<file path="config.mk">
export PLATFORM = sky130hd
export DESIGN_NAME = sg_chain_walker
export DESIGN_NICKNAME = d
export VERILOG_FILES = /design/src/rtl/sgw_pkg.sv /design/src/rtl/sgw_desc_decode.sv /design/src/rtl/sgw_ptr_unit.sv /design/src/rtl/sgw_run_gate.sv /design/src/rtl/sg_chain_walker.sv
export SDC_FILE = /design/constraint.sdc
export NUM_CORES = 1
export LEC_CHECK = 0
export BUFFER_PORTS_ARGS = -buffer_cell sky130_fd_sc_hd__buf_4
export CAP_MARGIN = 30
export CELL_PAD_IN_SITES_DETAIL_PLACEMENT = 1
export CELL_PAD_IN_SITES_GLOBAL_PLACEMENT = 2
export CORE_ASPECT_RATIO = 1.4
export CORE_MARGIN = 4
export CORE_UTILIZATION = 35
export CTS_CLUSTER_DIAMETER = 60
export DETAILED_ROUTE_END_ITERATION = 16
export GPL_ROUTABILITY_DRIVEN = 0
export GPL_TIMING_DRIVEN = 0
export PLACE_DENSITY = 0.87
export SYNTH_ARGS = -nofsm -noshare
export SYNTH_HDL_FRONTEND = slang
export SYNTH_SLANG_ARGS = --single-unit
</file>
<file path="constraint.sdc">
create_clock -name clk -period 7 [get_ports clk]
set_clock_uncertainty 0.1 [all_clocks]
set_input_delay 1.05 -clock clk [delete_from_list [all_inputs] [get_ports clk]]
set_output_delay 1.05 -clock clk [all_outputs]
set_load 0.01 [all_outputs]
</file>
<file path="src/rtl/sgw_pkg.sv">
package sgw_pkg;

    localparam int DW         = 32;
    localparam int LEN_W      = 16;
    localparam int DESC_BYTES = 8;
    localparam int WORD_BYTES = 4;

    localparam int FLAG_VALID = 0;
    localparam int FLAG_LAST  = 1;
    localparam int FLAG_XFER  = 5;

    typedef enum logic [2:0] {
        ST_IDLE,
        ST_ARM,
        ST_RD_LO,
        ST_RD_HI,
        ST_CHECK,
        ST_XFER,
        ST_DONE
    } walk_state_e;

    typedef struct packed {
        logic             valid;
        logic             xfer;
        logic             last;
        logic             issue;
        logic [LEN_W-1:0] len;
        logic [DW-1:0]    addr;
    } desc_fields_t;

endpackage

</file>
<file path="src/rtl/sgw_desc_decode.sv">
module sgw_desc_decode
    import sgw_pkg::*;
(
    input  logic [DW-1:0] word_lo_i,
    input  logic [DW-1:0] word_hi_i,
    output desc_fields_t  fields_o,
    output logic          len_bad_o
);

    logic [7:0] flags;
    logic       unused_bits;

    assign flags = word_lo_i[7:0];

    always_comb begin
        fields_o.valid = flags[FLAG_VALID];
        fields_o.last  = flags[FLAG_LAST];
        fields_o.xfer  = flags[FLAG_XFER];
        fields_o.len   = word_lo_i[DW-1 -: LEN_W];
        fields_o.addr  = word_hi_i;
        fields_o.issue = fields_o.valid && fields_o.xfer && (fields_o.len != '0);
    end

    // a transfer length must be a whole number of 32-bit words
    assign len_bad_o = fields_o.issue && (fields_o.len[1:0] != 2'b00);

    assign unused_bits = ^{flags[7:6], flags[4:2], word_lo_i[15:8]};

endmodule

</file>
<file path="src/rtl/sgw_ptr_unit.sv">
module sgw_ptr_unit
    import sgw_pkg::*;
#(
    parameter int AW = 32
) (
    input  logic          clk,
    input  logic          rst_n,
    input  logic          load_i,
    input  logic [AW-1:0] load_val_i,
    input  logic          adv_i,
    input  logic          sel_hi_i,
    output logic [AW-1:0] rd_addr_o
);

    localparam logic [AW-1:0] STEP = AW'(DESC_BYTES);
    localparam logic [AW-1:0] HALF = AW'(WORD_BYTES);

    logic [AW-1:0] ptr_q;

    always_ff @(posedge clk or negedge rst_n) begin
        if (!rst_n) begin
            ptr_q <= '0;
        end else if (load_i) begin
            ptr_q <= load_val_i;
        end else if (adv_i) begin
            ptr_q <= ptr_q + STEP;
        end
    end

    assign rd_addr_o = ptr_q + (sel_hi_i ? HALF : '0);

    // the next descriptor sits one descriptor size further on
    a_r3_advance_by_desc: assert property (@(posedge clk) disable iff (!rst_n)
        (adv_i && !load_i) |=> (ptr_q == $past(ptr_q) + STEP));

endmodule

</file>
<file path="src/rtl/sgw_run_gate.sv">
module sgw_run_gate #(
    parameter bit IS_RX = 1'b1
) (
    input  logic run_en_i,
    output logic run_ok_o
);

    generate
        if (IS_RX) begin : g_rx
            assign run_ok_o = run_en_i;
        end else begin : g_tx
            logic unused_en;
            assign unused_en = run_en_i;
            assign run_ok_o  = 1'b1;
        end
    endgenerate

endmodule

</file>
<file path="src/rtl/sg_chain_walker.sv">
module sg_chain_walker
    import sgw_pkg::*;
#(
    parameter bit IS_RX = 1'b1,
    parameter int ROW_W = 16
) (
    input  logic               clk,
    input  logic               rst_n,
    input  logic [31:0]        cfg_lst_hi,
    input  logic [31:0]        cfg_lst_lo,
    input  logic               cfg_lst_lo_we,
    input  logic               cfg_run_en,
    input  logic [ROW_W-1:0]   cfg_row_bytes,
    output logic               mem_rd_req,
    output logic [31:0]        mem_rd_addr,
    input  logic               mem_rd_valid,
    input  logic [31:0]        mem_rd_data,
    output logic               xfer_req,
    output logic [31:0]        xfer_addr,
    output logic [15:0]        xfer_len,
    output logic [ROW_W-1:0]   xfer_row_bytes,
    input  logic               xfer_done,
    output logic               chain_done,
    output logic               err_invalid,
    output logic               err_length
);

    walk_state_e  st_q, st_d;
    logic         run_ok;
    logic         start_ok;
    logic         walking;
    logic         ptr_adv;
    logic [DW-1:0] word_lo_q, word_hi_q;
    desc_fields_t dsc;
    logic         len_bad;
    logic [DW-1:0] xaddr_q;
    logic [LEN_W-1:0] xlen_q;
    logic [ROW_W-1:0] row_q;
    logic         err_inv_q, err_len_q;
    logic         unused_hi;

    // addressing is 32-bit only, the high pointer word is dropped
    assign unused_hi = ^cfg_lst_hi;

    sgw_run_gate #(.IS_RX(IS_RX)) u_gate (
        .run_en_i (cfg_run_en),
        .run_ok_o (run_ok)
    );

    sgw_ptr_unit #(.AW(DW)) u_ptr (
        .clk        (clk),
        .rst_n      (rst_n),
        .load_i     (start_ok),
        .load_val_i (cfg_lst_lo),
        .adv_i      (ptr_adv),
        .sel_hi_i   (st_q == ST_RD_HI),
        .rd_addr_o  (mem_rd_addr)
    );

    sgw_desc_decode u_dec (
        .word_lo_i (word_lo_q),
        .word_hi_i (word_hi_q),
        .fields_o  (dsc),
        .len_bad_o (len_bad)
    );

    assign start_ok = (st_q == ST_IDLE) && cfg_lst_lo_we;
    assign walking  = (st_q == ST_RD_LO) || (st_q == ST_RD_HI) ||
                      (st_q == ST_CHECK) || (st_q == ST_XFER);

    assign ptr_adv = run_ok && !dsc.last &&
                     (((st_q == ST_CHECK) && dsc.valid && !dsc.issue) ||
                      ((st_q == ST_XFER) && xfer_done));

    // Next-state logic
    always_comb begin
        st_d = st_q;
        unique case (st_q)
            ST_IDLE:  if (cfg_lst_lo_we) st_d = ST_ARM;
            ST_ARM:   if (run_ok) st_d = ST_RD_LO;
            ST_RD_LO: begin
                if (!run_ok)           st_d = ST_IDLE;
                else if (mem_rd_valid) st_d = ST_RD_HI;
            end
            ST_RD_HI: begin
                if (!run_ok)           st_d = ST_IDLE;
                else if (mem_rd_valid) st_d = ST_CHECK;
            end
            ST_CHECK: begin
                if (!run_ok || !dsc.valid) st_d = ST_IDLE;
                else if (dsc.issue)        st_d = len_bad ? ST_IDLE : ST_XFER;
                else if (dsc.last)         st_d = ST_DONE;
                else                       st_d = ST_RD_LO;
            end
            ST_XFER: begin
                if (!run_ok)        st_d = ST_IDLE;
                else if (xfer_done) st_d = dsc.last ? ST_DONE : ST_RD_LO;
            end
            ST_DONE:  st_d = ST_IDLE;
            default:  st_d = ST_IDLE;
        endcase
    end

    // State register
    always_ff @(posedge clk or negedge rst_n) begin
        if (!rst_n) st_q <= ST_IDLE;
        else        st_q <= st_d;
    end

    // Datapath registers: fetched words, request fields, row length, errors
    always_ff @(posedge clk or negedge rst_n) begin
        if (!rst_n) begin
            word_lo_q <= '0;
            word_hi_q <= '0;
            xaddr_q   <= '0;
            xlen_q    <= '0;
            row_q     <= '0;
            err_inv_q <= 1'b0;
            err_len_q <= 1'b0;
        end else begin
            if (start_ok) begin
                row_q     <= cfg_row_bytes;
                err_inv_q <= 1'b0;
                err_len_q <= 1'b0;
            end
            if ((st_q == ST_RD_LO) && mem_rd_valid) word_lo_q <= mem_rd_data;
            if ((st_q == ST_RD_HI) && mem_rd_valid) word_hi_q <= mem_rd_data;
            if ((st_q == ST_CHECK) && run_ok) begin
                if (!dsc.valid) begin
                    err_inv_q <= 1'b1;
                end else if (dsc.issue) begin
                    if (len_bad) err_len_q <= 1'b1;
                    xaddr_q <= dsc.addr;
                    xlen_q  <= dsc.len;
                end
            end
        end
    end

    // Outputs
    always_comb begin
        mem_rd_req     = (st_q == ST_RD_LO) || (st_q == ST_RD_HI);
        xfer_req       = (st_q == ST_XFER);
        chain_done     = (st_q == ST_DONE);
        xfer_addr      = xaddr_q;
        xfer_len       = xlen_q;
        xfer_row_bytes = row_q;
        err_invalid    = err_inv_q;
        err_length     = err_len_q;
    end

    // request fields hold until the data mover reports done
    a_r4_req_hold: assert property (@(posedge clk) disable iff (!rst_n)
        (xfer_req && !xfer_done && run_ok) |=>
            (xfer_req && $stable(xfer_addr) && $stable(xfer_len) && $stable(xfer_row_bytes)));

    // a descriptor read keeps its address until answered
    a_r3_read_hold: assert property (@(posedge clk) disable iff (!rst_n)
        (mem_rd_req && !mem_rd_valid && run_ok) |=> (mem_rd_req && $stable(mem_rd_addr)));

    // no request ever carries a partial-word or zero length
    a_r8_len_words: assert property (@(posedge clk) disable iff (!rst_n)
        xfer_req |-> ((xfer_len[1:0] == 2'b00) && (xfer_len != '0)));

    // completion pulse lasts exactly one cycle
    a_r6_pulse_single: assert property (@(posedge clk) disable iff (!rst_n)
        chain_done |=> !chain_done);

    // withdrawing the run permission ends all requests next cycle
    a_r11_abort_quiet: assert property (@(posedge clk) disable iff (!rst_n)
        (!run_ok && walking) |=> (!mem_rd_req && !xfer_req && !chain_done));

    // an invalid descriptor leaves no request or completion behind
    a_r7_err_quiet: assert property (@(posedge clk) disable iff (!rst_n)
        err_invalid |-> (!xfer_req && !chain_done));

endmodule

</file>
==> results of run 1 <==
worst paths after layout:
| kind | endpoint | slack [ps] |
|---|---|---|
| min | xfer_row_bytes[10]$_DFFE_PN0P_ | 380 |
| max in group asynchronous | u_ptr.ptr_q[27]$_DFFE_PN0P_ | 5470 |
| min reg2reg | xfer_row_bytes[10]$_DFFE_PN0P_ | 380 |
| min in group asynchronous | u_ptr.ptr_q[13]$_DFFE_PN0P_ | 460 |
| max reg2reg | u_ptr.ptr_q[23]$_DFFE_PN0P_ | 3850 |
| max | mem_rd_addr[24] | 2170 |
through the flow:
stage          std cells  power (mW)  util, %
2_1_floorplan        630        2.15        -
3_3_place_gp        1068        2.70     44.4
3_5_place_dp        1070        2.75     44.6
4_1_cts             1102        3.69     47.5
5_1_grt             1102        3.89     47.5
6_report            1102        3.63     47.5
layer usage:
| metal | track usage [%] | up-vias |
|---|---|---|
| met5 | 0 | - |
| met4 | 4.64 | 0 |
| met3 | 5.68 | 16 |
| met2 | 34.7 | 134 |
| met1 | 20.8 | 2767 |
| li1 | - | 2630 |
synthesized netlist by cell type (all sizes together) (7+ instances only):
cell type	n
a31oi	10
and2	7
buf	15
clkbuf	26
dfrtp	152
mux2	103
nand2	97
nand3	15
nand4	17
nor2	27
nor3	7
o2111ai	7
o211ai	9
o21ai	23
or3	9
or4	7
xnor2	21
xor2	21
cell usage in the layout, fill, tap and decap left out, types with 3 or more instances in the layout:
cell       count
nor2_1        27
mux2_1        48
mux2_2        55
nand2_1       97
nor4_1         4
a31oi_1       10
or3_1          9
nand3_1       15
o21ai_1       15
and3_1         5
xor2_1        21
xnor2_1       21
clkbuf_1      27
o31ai_1        3
buf_2          4
o21ai_0        7
dfrtp_1      152
o2111ai_1      7
o211ai_1       8
inv_8          3
nand2b_1       4
or4_1          6
and2_1         7
clkbuf_16     17
clkinv_4       3
mux2i_1        6
buf_1          4
inv_6          4
nor2b_1        4
ha_1           3
nor3_1         6
inv_1          5
a21oi_1        3
buf_4        192
nand4_1       17
cells by family (layout without fill, tap and decap cells):
family          Yosys count  in the layout  share of synthesized area [%]
compound gates           65             65                           6.43
mux                     109            109                           17.1
simple gates            213            213                           14.5
buf+inv                  46            266                           2.86
flops                   152            152                           53.4
xor+xnor                 42             42                           5.16
fa+ha+maj                 3              3                          0.527
sequential cells by signal (all words and copies together), names as in the netlist, 3 cells and up:
register,flops
st_q,3
u_ptr.ptr_q,32
word_hi_q,32
word_lo_q,19
xfer_addr,32
xfer_len,16
xfer_row_bytes,16
worst max-delay path, cell delays in order (launching register included):
cell,delay (ps)
dfrtp_1,360
clkbuf_1,350
nor2b_1,420
and2_1,200
ha_1,240
ha_1,290
nand4_1,320
nand2b_1,370
or3_1,430
xnor2_1,140
buf_4,140
final cells by class:
cell class                 instances  area (µm²)  area share (%)
timing repair buffer             188        1440            15.2
sequential                       152        3800            40.2
buffer                            41         185            1.96
multi-input combinational        432        3120            32.9
inverter                           5        18.8           0.198
clock inverter                    14         156            1.65
tap                              252         315            3.33
clock buffer                      18         429            4.53
report_power, final:
part	internal, mW	switching (mW)
Combinational	0.624	0.654
Sequential	1.20	0.236
Clock	0.506	0.414
==> metrics.txt, run 1 <==
result of the run=finished clean; kind of start point of the critical path=register; number of hold buffers added after CTS=0; number of levels in the clock H-tree=4; Tcrit/Tclk final=69.0%; wire length after detailed routing=20.8 mm; reported max-cap violation count=0; worst hold path depth=2; clock tree from TritonCTS=built; setup-violating endpoint count in the final report=0; CTS buffer count=17; Die Area=22700 µm²; die outline height=177 µm; power density over the cells=383 nW/µm²; register area share after synthesis=53.4%; peak fanout along the critical path=10; leftover overflow at the end of global routing=0; number of core rows=just over 60; Async SR Flop Fraction=100%; worst slack, placed=2570 ps; vias in the first global route=6077; setup repair after global routing missed its margin=no; flip-flop cell with the highest count after synthesis=dfrtp_1; WP data arrival=3680 ps; drc violations=0; number of antenna repair diodes=0; category of the most critical setup path=reg2out; width of the die=129 µm; peak clock frequency supported by timing=around 210 MHz; share of cells above drive strength 1=between 30 and 40%; Pins Over Slew Limit=0; layout-stage area growth over the synthesis result=32.9%; number of buffers added for setup after CTS=0; number of antenna violations at the first check in global routing=0; required time at the worst-slack endpoint=5850 ps; number of instances in the synthesized netlist=630; master cell of the clock root buffer=clkbuf_16; Detail Route met2 WL=11.4 mm; worst skew pair latency=420 ps; static leakage power=4.52 nW; clock sink count=152; Filler Cells Inserted=2204; transition at the pin with the smallest max-transition slack=956 ps; Total Negative Setup Slacks=0 ps; critical path endpoint category=primary output; Worst Hold Slack=around 380 ps; final critical-path setup slack=2170 ps; Clock Tree Buf Depth=2; Hold Violations, Final=0; Post-Synthesis Mean Instance Area=11.3 µm²; Iter 0 DRT Violations=210; final critical-path required period=4830 ps; number of warning messages in the yosys log=0; hold_sp=xfer_row_bytes[10]$_DFFE_PN0P_; Total GRT Usage=roughly a fifth; Crit. Startpoint=st_q[1]$_DFFE_PN0P_; vias=5547; cell type with the largest total area after synthesis=dfrtp_1; post-synth cell types=50; clock input transition at the sequential cells of the worst setup and hold paths=70 ps; Synth area leaders=dfrtp_1 53%, mux2_2 8.7%, mux2_1 7.6%; largest net degree at the start of global routing=94; global-route wire length before repair=33.4 mm; number of register bits inferred by synthesis=about 150; quantity of I/O buffers inserted on ports=between 150 and 200; effective utilization at floorplan=a little over a third; core box area=19900 µm²; path class of the lowest-slack min-delay path=reg2reg; number of gates resized after CTS=0; Post-Synthesis Cell Area=7130 µm²; relative slew slack=roughly 36%; nets=958; Top Layer Used=met4; routed length on met3=1.43 mm; drt wl/cell=between 15 and 20 µm; number of antenna-violating nets in the routed design=0; placement-stage cell area=8880 µm²; Post-synth EDFFs=0; reg-to-reg critical path startpoint=u_ptr.ptr_q[3]$_DFFE_PN0P_; top-area cell type share of the netlist area=53.4%; area of all placed cells without fillers=between 9000 and 10000 µm²; Peak VDD IR=174 µV; detailed-route wire length on metal 1=7.74 mm; worst-case reg-to-reg path depth=6; I/O pin count=219; iteration count of the initial detailed-routing pass=4; dpl hpwl=15.8 mm; via count normalized by instance count=5.03; Mapped Nets=751
Note: power is estimated with default switching activity, not from simulation.
==> run 2, diff against run 1 <==
--- a/config.mk
+++ b/config.mk
@@ -11,12 +11,12 @@
 export CELL_PAD_IN_SITES_GLOBAL_PLACEMENT = 2
 export CORE_ASPECT_RATIO = 1.4
 export CORE_MARGIN = 4
-export CORE_UTILIZATION = 35
+export CORE_UTILIZATION = 29
 export CTS_CLUSTER_DIAMETER = 60
 export DETAILED_ROUTE_END_ITERATION = 16
 export GPL_ROUTABILITY_DRIVEN = 0
 export GPL_TIMING_DRIVEN = 0
-export PLACE_DENSITY = 0.87
+export PLACE_DENSITY = 0.77
 export SYNTH_ARGS = -nofsm -noshare
 export SYNTH_HDL_FRONTEND = slang
 export SYNTH_SLANG_ARGS = --single-unit
==> constraint.sdc (replaced) <==
create_clock -name clk -period 4.4 [get_ports clk]
set_clock_uncertainty 0.1 [all_clocks]
set_input_delay 0.66 -clock clk [delete_from_list [all_inputs] [get_ports clk]]
set_output_delay 0.66 -clock clk [all_outputs]
set_load 0.01 [all_outputs]
==> run 2 against run 1 <==
Clock power grew 59%. Sequential share of layout area shrank 0.34 points. Sequential power grew 60%. Cell area grew 0.85%. Count of clock-buffer cells in the layout grew 1. Non-clock buffer count grew 1. Core utilization shrank 7.8 points. First-iteration DRC count shrank 19%. Largest cell class unchanged.
==> metrics.txt, run 2 (synthesis results as in run 1) <==
result of the run=finished clean (unchanged); effective utilization at floorplan=29.6% (was 35.8%); required time at the worst-slack endpoint=3640 ps (was 5850 ps); number of core rows=67 (was 61); peak clock frequency supported by timing=~240 MHz; global-route wire length before repair=34.4 mm (was 33.4 mm); Clock Tree Buf Depth=2 (unchanged); net switching fraction of the power=35.2% (was 35.9%); share of cells above drive strength 1=34.5% (was 34.2%); number of antenna-violating nets in the routed design=0 (unchanged); category of the most critical setup path=reg2out (unchanged); width of the die=140 µm (was 129 µm); power dissipated by switching net loads=2.03 mW (was 1.30 mW); quantity of I/O buffers inserted on ports=186 (unchanged); drc violations=0 (unchanged); placement-stage cell area=8950 µm² (was 8880 µm²); wire length after detailed routing=21.4 mm (was 20.8 mm); nets=959 (was 958); sequential group share of total power=39.7% (was 39.4%); Die Area=27200 µm² (was 22700 µm²); number of levels in the clock H-tree=4 (unchanged); dpl hpwl=16.0 mm (was 15.8 mm); master cell of the clock root buffer=clkbuf_16 (unchanged); Filler Cells Inserted=2705 (was 2204); worst skew pair latency=420 ps (about the same); peak fanout along the critical path=10 (unchanged); static leakage power=4.53 nW (was 4.52 nW); number of antenna violations at the first check in global routing=0 (unchanged); power density over the cells=604 nW/µm² (was 383 nW/µm²); Total GRT Usage=16.0% (was 18.8%); via count normalized by instance count=4.83 (was 5.03); power share of the combinational group=35.0% (was 35.2%); number of antenna repair diodes=0 (unchanged); vias in the first global route=6078 (was 6077); Tcrit/Tclk final=93.5%; number of hold buffers added after CTS=0 (unchanged); commonest non-fill, non-tap cell in the layout=buf_4 (unchanged); Clock Power Share=25.3% (was 25.4%); final critical-path required period=4110 ps; kind of start point of the critical path=register (unchanged); reported max-cap violation count=0 (unchanged); drt wl/cell=18.5 µm (was 18.9 µm); clock input transition at the sequential cells of the worst setup and hold paths=70 ps (about the same); setup-violating endpoint count in the final report=0 (unchanged); Global Route met1 Usage=18.3% (was 20.8%); leftover overflow at the end of global routing=0 (unchanged); largest net degree at the start of global routing=86 (was 94); layout-stage area growth over the synthesis result=34.0% (was 32.9%); worst slack, placed=335 ps (was 2570 ps); Iter 0 DRT Violations=171 (was 210); transition at the pin with the smallest max-transition slack=890 ps (was 956 ps); met3 Track Usage GR=4.49% (was 5.68%); area of all placed cells without fillers=9550 µm² (was 9470 µm²); Hold Violations, Final=0 (unchanged); met2 global-route usage=28.9% (was 34.7%); Total Negative Setup Slacks=0 ps (unchanged); iteration count of the initial detailed-routing pass=4 (unchanged); critical path endpoint category=primary output (unchanged); Worst Hold Slack=77.9 ps (was 377 ps); path class of the lowest-slack min-delay path=in2async (was reg2reg); post-layout total power=5.77 mW (was 3.63 mW); vias=5603 (was 5547); highest-count cells in the layout ignoring fill and taps=194 x buf_4, 152 x dfrtp_1, 97 x nand2_1, 55 x mux2_2, 48 x mux2_1 (was 192 x buf_4, 152 x dfrtp_1, 97 x nand2_1, 55 x mux2_2, 48 x mux2_1); core box area=24100 µm² (was 19900 µm²); WP data arrival=3350 ps (was 3680 ps); clock sink count=152 (unchanged); Power Internal=3.74 mW (was 2.33 mW); most used routing layer=met2 (unchanged); relative slew slack=40.1% (was 35.7%); die outline height=193 µm (was 177 µm); clock tree from TritonCTS=built (unchanged); Peak VDD IR=279 µV (was 174 µV); Pins Over Slew Limit=0 (unchanged); final critical-path setup slack=288 ps (was 2170 ps); CTS buffer count=17 (unchanged); I/O pin count=219 (unchanged)
## run 2: power by group through the flow
stage / clock network, mW / logic [mW] / registers [mW]
finish: 1.46 / 2.02 / 2.29
global route: 1.58 / 2.24 / 2.37
CTS: 1.51 / 2.09 / 2.29
detailed placement: 0 / 2.08 / 2.31
global placement: 0 / 2.03 / 2.29
floorplan: 0 / 1.17 / 2.25
## run 2: worst paths after layout
kind,cells past startpoint,to,slack [ps],from
max,10,mem_rd_addr[24],290,st_q[1]$_DFFE_PN0P_
min,1,u_ptr.ptr_q[12]$_DFFE_PN0P_,80,rst_n
max reg2reg,6,u_ptr.ptr_q[23]$_DFFE_PN0P_,1310,u_ptr.ptr_q[3]$_DFFE_PN0P_
min reg2reg,2,u_ptr.ptr_q[1]$_DFFE_PN0P_,370,u_ptr.ptr_q[1]$_DFFE_PN0P_
max in group asynchronous,2,xfer_addr[7]$_DFFE_PN0P_,3300,rst_n
min in group clk,3,xfer_row_bytes[13]$_DFFE_PN0P_,330,cfg_row_bytes[13]
## run 2: per-stage QoR
step | std cells | util (%)
3_5_place_dp | 1127 | 37.2
3_3_place_gp | 1126 | 37.0
5_1_grt | 1161 | 39.7
4_1_cts | 1161 | 39.7
6_report | 1161 | 39.7
2_1_floorplan | 630 | -
## run 2: cell type report
| type | instances | area (µm²) | share of cell area, % |
|---|---|---|---|
| Inverter | 5 | 18.8 | 0.197 |
| Clock inverter | 13 | 146 | 1.53 |
| Sequential cell | 152 | 3800 | 39.8 |
| Tap cell | 310 | 388 | 4.06 |
| Timing Repair Buffer | 190 | 1450 | 15.2 |
| Clock buffer | 19 | 433 | 4.53 |
| Multi-Input combinational cell | 432 | 3130 | 32.7 |
| Buffer | 40 | 183 | 1.91 |
## run 2: worst max-delay path, cell delays in order, from the launching register on
cell	delay, ps
dfrtp_1	350
clkbuf_1	340
nor2b_4	300
and2_1	150
ha_1	250
ha_1	290
nand4_1	210
nand2b_1	320
or3_1	430
xnor2_1	140
buf_4	140
## run 2: layer usage
metal	wire length, µm	vias to the layer above
met1	8290	2813
met5	0	-
li1	-	2633
met3	1320	23
met4	314	0
met2	11500	134
## run 2: what timing repair did
item                                    in CTS  in global routing
endpoints found under the setup margin       3                  1
buffers inserted                             2                  0
pin swaps                                    1                  0
resized for setup                            2                  1
